<file path="config.mk">
export PLATFORM = sky130hd
export DESIGN_NAME = psdb_gate_gen
export DESIGN_NICKNAME = d
export VERILOG_FILES = /design/src/rtl/psdb_pkg.sv /design/src/rtl/psdb_cfg_shadow.sv /design/src/rtl/psdb_cycle_ctr.sv /design/src/rtl/psdb_bridge_dec.sv /design/src/rtl/psdb_gate_gen.sv
export SDC_FILE = /design/constraint.sdc
export NUM_CORES = 1
export LEC_CHECK = 0
export BUFFER_PORTS_ARGS = -buffer_cell sky130_fd_sc_hd__buf_2
export CORE_MARGIN = 2
export CORE_UTILIZATION = 50
export CTS_CLUSTER_SIZE = 8
export DETAILED_ROUTE_END_ITERATION = 6
export PLACE_DENSITY_LB_ADDON = 0.08
export SYNTH_ARGS = -nofsm -noshare
export SYNTH_HDL_FRONTEND = slang
export SYNTH_HIERARCHICAL = 1
export SYNTH_SLANG_ARGS = --single-unit
</file>
<file path="constraint.sdc">
create_clock -name clk -period 9.65 [get_ports clk]
set_input_delay 1.4475 -clock clk [delete_from_list [all_inputs] [get_ports clk]]
set_output_delay 1.4475 -clock clk [all_outputs]
set_load 0.01 [all_outputs]
</file>
<file path="src/rtl/psdb_pkg.sv">
package psdb_pkg;
  // polarity of a bridge within its switching cycle
  typedef enum logic {HALF_POS = 1'b0, HALF_NEG = 1'b1} half_e;
  // smallest half period that leaves room for a shift and a gap
  localparam int MIN_HALF_PERIOD = 4;
endpackage

</file>
<file path="src/rtl/psdb_cfg_shadow.sv">
module psdb_cfg_shadow
  import psdb_pkg::*;
#(
  parameter int CW = 8
) (
  input  logic          clk,
  input  logic          rst_n,
  input  logic          load,
  input  logic [CW-1:0] hp_in,
  input  logic [CW-1:0] ph_in,
  input  logic [CW-1:0] dt_in,
  input  logic          comp_en,
  input  logic          cur_pos,
  output logic [CW-1:0] hp_q,
  output logic [CW-1:0] dt_q,
  output logic [CW-1:0] eff_q
);
  localparam logic [CW-1:0] HP_MIN = CW'(MIN_HALF_PERIOD);

  logic [CW-1:0] hp_c, halfw, dt_c, add_c, eff_c;
  logic [CW:0]   sum_c;

  always_comb begin
    hp_c  = (hp_in < HP_MIN) ? HP_MIN : hp_in;
    halfw = hp_c >> 1;
    dt_c  = (dt_in > halfw - 1'b1) ? halfw - 1'b1 : dt_in;
    // lost phase in half-period counts equals the gap length
    add_c = (comp_en && cur_pos) ? dt_c : '0;
    sum_c = {1'b0, ph_in} + {1'b0, add_c};
    eff_c = (sum_c > {1'b0, halfw}) ? halfw : sum_c[CW-1:0];
  end

  always_ff @(posedge clk) begin
    if (!rst_n) begin
      hp_q  <= HP_MIN;
      dt_q  <= '0;
      eff_q <= '0;
    end else if (load) begin
      hp_q  <= hp_c;
      dt_q  <= dt_c;
      eff_q <= eff_c;
    end
  end

  // settings hold between cycle starts
  p_hold_cfg_r8: assert property (@(posedge clk) disable iff (!rst_n)
    !load |=> ($stable(hp_q) && $stable(dt_q) && $stable(eff_q)));
  // shift never passes a quarter period
  p_eff_bound_r7: assert property (@(posedge clk) disable iff (!rst_n)
    eff_q <= (hp_q >> 1));
  // gap leaves each switch some on-time
  p_dead_bound_r5: assert property (@(posedge clk) disable iff (!rst_n)
    dt_q < (hp_q >> 1));
endmodule

</file>
<file path="src/rtl/psdb_cycle_ctr.sv">
module psdb_cycle_ctr
  import psdb_pkg::*;
#(
  parameter int CW = 8
) (
  input  logic          clk,
  input  logic          rst_n,
  input  logic          en,
  input  logic [CW-1:0] hp,
  output logic [CW-1:0] cnt,
  output half_e         half,
  output logic          cyc_end
);
  logic wrap;

  assign wrap    = (cnt == hp - 1'b1);
  assign cyc_end = en && wrap && (half == HALF_NEG);

  always_ff @(posedge clk) begin
    if (!rst_n || !en) begin
      cnt  <= '0;
      half <= HALF_POS;
    end else if (wrap) begin
      cnt  <= '0;
      half <= (half == HALF_POS) ? HALF_NEG : HALF_POS;
    end else begin
      cnt <= cnt + 1'b1;
    end
  end

  // each half ends after hp counts
  p_wrap_r2: assert property (@(posedge clk) disable iff (!rst_n)
    (en && wrap) |=> (cnt == '0));
  p_range_r2: assert property (@(posedge clk) disable iff (!rst_n)
    en |-> (cnt < hp));
endmodule

</file>
<file path="src/rtl/psdb_bridge_dec.sv">
module psdb_bridge_dec
  import psdb_pkg::*;
#(
  parameter int CW = 8
) (
  input  logic          clk,
  input  logic          rst_n,
  input  logic          en,
  input  half_e         half,
  input  logic [CW-1:0] pos,
  input  logic [CW-1:0] dead,
  output logic [3:0]    gate
);
  logic on_a, on_b;

  assign on_a = (half == HALF_POS) && (pos >= dead);
  assign on_b = (half == HALF_NEG) && (pos >= dead);

  always_ff @(posedge clk) begin
    if (!rst_n || !en) gate <= '0;
    else               gate <= {on_a, on_b, on_b, on_a};
  end

  // no leg shoots through
  p_leg_excl_r4: assert property (@(posedge clk) disable iff (!rst_n)
    !(gate[0] && gate[1]) && !(gate[2] && gate[3]));
  // with a gap programmed, a high side never follows its low side directly
  p_gap_r5: assert property (@(posedge clk) disable iff (!rst_n)
    ($rose(gate[0]) && dead != '0) |-> !$past(gate[1]));
endmodule

</file>
<file path="src/rtl/psdb_gate_gen.sv">
module psdb_gate_gen
  import psdb_pkg::*;
#(
  parameter int CW = 8
) (
  input  logic          clk,
  input  logic          rst_n,
  input  logic          en,
  input  logic [CW-1:0] half_period,
  input  logic [CW-1:0] phase_shift,
  input  logic [CW-1:0] dead_time,
  input  logic          comp_en,
  input  logic          cur_pos,
  output logic [3:0]    pri_gate,
  output logic [3:0]    sec_gate
);
  localparam int NBR = 2;

  logic [CW-1:0] hp_q, dt_q, eff_q, cnt;
  half_e         half;
  logic          cyc_end, load;

  half_e         br_half [NBR];
  logic [CW-1:0] br_pos  [NBR];
  logic [3:0]    br_gate [NBR];

  assign load = !en || cyc_end;

  psdb_cfg_shadow #(.CW(CW)) u_cfg (
    .clk(clk), .rst_n(rst_n), .load(load),
    .hp_in(half_period), .ph_in(phase_shift), .dt_in(dead_time),
    .comp_en(comp_en), .cur_pos(cur_pos),
    .hp_q(hp_q), .dt_q(dt_q), .eff_q(eff_q)
  );

  psdb_cycle_ctr #(.CW(CW)) u_ctr (
    .clk(clk), .rst_n(rst_n), .en(en), .hp(hp_q),
    .cnt(cnt), .half(half), .cyc_end(cyc_end)
  );

  // output bridge sits eff_q counts behind the input bridge
  always_comb begin
    br_half[0] = half;
    br_pos[0]  = cnt;
    if (cnt >= eff_q) begin
      br_half[1] = half;
      br_pos[1]  = cnt - eff_q;
    end else begin
      br_half[1] = (half == HALF_POS) ? HALF_NEG : HALF_POS;
      br_pos[1]  = cnt + hp_q - eff_q;
    end
  end

  for (genvar b = 0; b < NBR; b++) begin : g_br
    psdb_bridge_dec #(.CW(CW)) u_dec (
      .clk(clk), .rst_n(rst_n), .en(en),
      .half(br_half[b]), .pos(br_pos[b]), .dead(dt_q),
      .gate(br_gate[b])
    );
  end

  assign pri_gate = br_gate[0];
  assign sec_gate = br_gate[1];

  // disabled bridges are dark after one edge
  p_idle_dark_r1: assert property (@(posedge clk) disable iff (!rst_n)
    !en |=> (pri_gate == 4'b0 && sec_gate == 4'b0));
  // the output bridge position stays inside a half period
  p_sec_pos_r3: assert property (@(posedge clk) disable iff (!rst_n)
    en |-> (br_pos[1] < hp_q));
endmodule

</file>
==> results by group <==
Die
  • Chip Width: roughly 96 um
  • CORE AREA: 8180 um^2
  • Initial Util: between 50% and 60%
  • Site Rows: 33
  • I/O pin cnt: 37
  • Die height: 95.6 um
  • Total die area: ~9100 um^2

STA
  • Final worst slack: 1.94 ns
  • Clock Skews: 0.0127 ns
  • RSZ-0062 raised after global routing: no
  • # setup viols final: 0
  • Final Hold Vio Count: 0
  • Hold slack: roughly 0.51 ns
  • Worst slew margin relative to its limit: a little over two fifths
  • Slew of the pin with the lowest slew margin: 0.852 ns
  • Setup TNS: 0 ns
  • Slew Viols, Final: 0
  • Fmax: 0.130 GHz
  • Tmin final: 7.71 ns
  • Tcrit/Tclk final: 79.9%

Critical path
  • Critical path endpoint: u_cfg/eff_q[3]$_SDFFE_PN0P_
  • Crit path capture type: flop
  • Crit Reg-Reg Endpoint: g_br[1].u_dec/gate[2]$_SDFF_PP0_
  • R2R Path Start: u_ctr/cnt[0]$_SDFF_PP0_
  • Critical Path RT: 9.81 ns
  • Crit path kind: in -> reg
  • Register-to-register setup slack: between 5 and 6 ns
  • Startpoint Class: input pin
  • Crit-path max FO: 16
  • Worst Setup SP: half_period[6]
  • Crit path DAT: 7.87 ns
  • FF-to-FF path depth: 14

Place
  • Post-DP HPWL: 8250 um
  • Pre-CTS setup slack: 1.75 ns
  • Final GP Congestion: ~0.85
  • Port Buffer Count: 36
  • DP Area: 4410 um^2

Synth
  • Mapped Cells: 510
  • Post-synthesis register bit count: 37
  • Syn_nets: approximately 610
  • Mean post-synth cell area: 8.23 um^2
  • Seq/Total Area, Yosys: 17.6%
  • Most used DFF post-synth: dfxtp_1
  • Post-synthesis cell area: ~4200 um^2
  • Synth async-reset ratio: 0%
  • Synth warn: 6
  • Synth cell types: 66
  • Post-synth EDFFs: 0

Clock tree
  • Worst skew pair latency: 0.29 ns
  • Clock Tree Buf Depth: 2
  • TritonCTS clock tree: done
  • H-tree levels: 2
  • Inserted Clock Buffers: 5
  • Worst-path clk slew: 0.08 ns
  • CTS Sinks: 37
  • Post-CTS Resized: 0
  • Setup Buffers After CTS: 0
  • Hold-fix buffers, CTS: 0
  • Clock Tree Root: clkbuf_8

Finish
  • Multi-input logic area: 3090 um^2
  • FF+latch area: 741 um^2
  • Layout net count: 631
  • Number of diodes: 0
  • Syn-to-layout area delta: 7.27%
  • Layout cells sized above 1: 13.4%
  • Design area: 4500 um^2
  • # fillers: 786
  • Most frequent cells in the layout: inv_1 (69), ha_1 (58), dfxtp_1 (37)
  • Commonest non-fill, non-tap cell in the layout: inv_1

Detailed routing
  • Post-DRT Antenna Nets: 0
  • Starting DRT DRC Count: 119
  • Residual DRC: 0
  • Vias: approximately 3600
  • DRT Pass-1 Iters: 5
  • Post-DR wirelength/cell: 15.7 um
  • Total routed wirelength: 10000 um
  • Avg Vias per Cell: 5.57

Outcome
  • Outcome: finished clean

Global route
  • GRT Util Overall: 22.6%
  • Vias in the first global route: 3447
  • Antenna violations before repair: 0
  • Largest net degree at the start of global routing: 45
  • First-pass GRT wire length: about 16000 um
  • Congestion Overflow GR: 0

Hold path
  • Hold Path Class: reg -> reg
  • Min-delay src: u_cfg/dt_q[7]$_SDFFE_PN0P_

Power
  • LEAKAGE: 0.00199 uW
  • Power density over the cells: between 100 and 150 nW/um^2
  • Max VDD drop: between 0.00005 and 0.00006 V

Job
  • Max-Cap Viols: 0
## power by group
part | leakage, uW | total (uW) | switching, uW | internal [uW]
sequential | 0.000303 | 178 | 14.4 | 164
clock | 0.0000512 | 114 | 55.6 | 57.9
combinational | 0.00163 | 310 | 168 | 142
## registers in the layout (all words and copies together) (netlist names)
| signal | cells |
|---|---|
| u_ctr/half | 1 |
| u_cfg/eff_q | 8 |
| u_ctr/cnt | 8 |
| u_cfg/hp_q | 8 |
| g_br.u_dec/gate | 4 |
| u_cfg/dt_q | 8 |
## routing by layer
layer,up-vias,track usage [%],routed length (um)
met5,-,0,0
met4,0,5.60,68
met3,4,2.45,196
met2,46,41.0,5000
met1,1672,28.3,4780
li1,1851,-,-
## kinds of logic after synthesis
family | after synthesis | share of synthesized area (%)
and+or+nand+nor | 151 | 20.0
other | 1 | 0.0893
adders and majority gates | 67 | 21.6
muxes | 20 | 5.24
buffers and inverters | 89 | 8.88
xor gates and xnor gates | 36 | 7.51
AOI/OAI and AO/OA | 109 | 19.1
DFF | 37 | 17.6
## cell type report
type                       instances  area share, %
tap                              105           2.92
multi-input combinational        384           68.5
timing repair buffer              37           4.17
clock inverter                     2          0.306
clock buffer                       6           1.83
inverter                          70           5.83
sequential                        37           16.4
## how the worst min path moves through the flow
stage,depth (start not counted),endpoint,slack (ns)
2_1_floorplan,1,u_ctr/cnt[0]$_SDFF_PP0_,0.46
4_1_cts,2,u_cfg/dt_q[7]$_SDFFE_PN0P_,0.51
6_report,2,u_cfg/dt_q[7]$_SDFFE_PN0P_,0.51
5_1_grt,1,u_cfg/eff_q[7]$_SDFFE_PN0P_,0.53
3_5_place_dp,2,u_cfg/dt_q[7]$_SDFFE_PN0P_,0.50
3_3_place_gp,2,u_cfg/dt_q[7]$_SDFFE_PN0P_,0.50
## synth_stat cells (8+ instances only)
master	number	area (um^2)
inv_1	69	259
ha_1	58	726
dfxtp_1	37	741
nor2_1	32	120
a21oi_1	26	130
xnor2_1	25	219
nand2_1	22	82.6
o21ai_0	21	105
nand3_1	19	95.1
mux2i_1	16	160
nor3_1	16	80.1
nand3b_1	12	90.1
nand4_1	12	75.1
clkbuf_1	11	41.3
xor2_1	11	96.3
fa_1	9	180
o211ai_1	9	67.6
a21o_1	8	60.1
## through the flow
stage                     instances  util (%)  power, uW
after detailed placement        633      53.9        491
after global placement          633      53.9        483
after CTS                       641      55.1        607
final                           641      55.1        602
after floorplan                 510         -        424
after global routing            641      55.1        651
## critical path, stage by stage
cell      delay [ns]
buf_2           0.14
nor4_2          0.50
nand2_1         0.14
nand2_1         0.16
ha_1            0.22
nand2_1         0.08
xnor2_1         0.36
ha_1            0.33
nand4_1         0.13
nor2_1          0.08
a211oi_2        0.72
or2_1           0.54
a211oi_1        0.16
ha_1            0.23
fa_1            0.42
a211oi_1        0.22
o21bai_1        0.13
a21oi_1         0.19
xnor2_1         0.17
ha_1            0.30
a211oi_1        0.20
o21ai_0         0.12
o221ai_1        0.30
o211a_4         0.26
mux2i_1         0.22
a21oi_1         0.08
No activity file was read; power rests on OpenSTA's default activity.
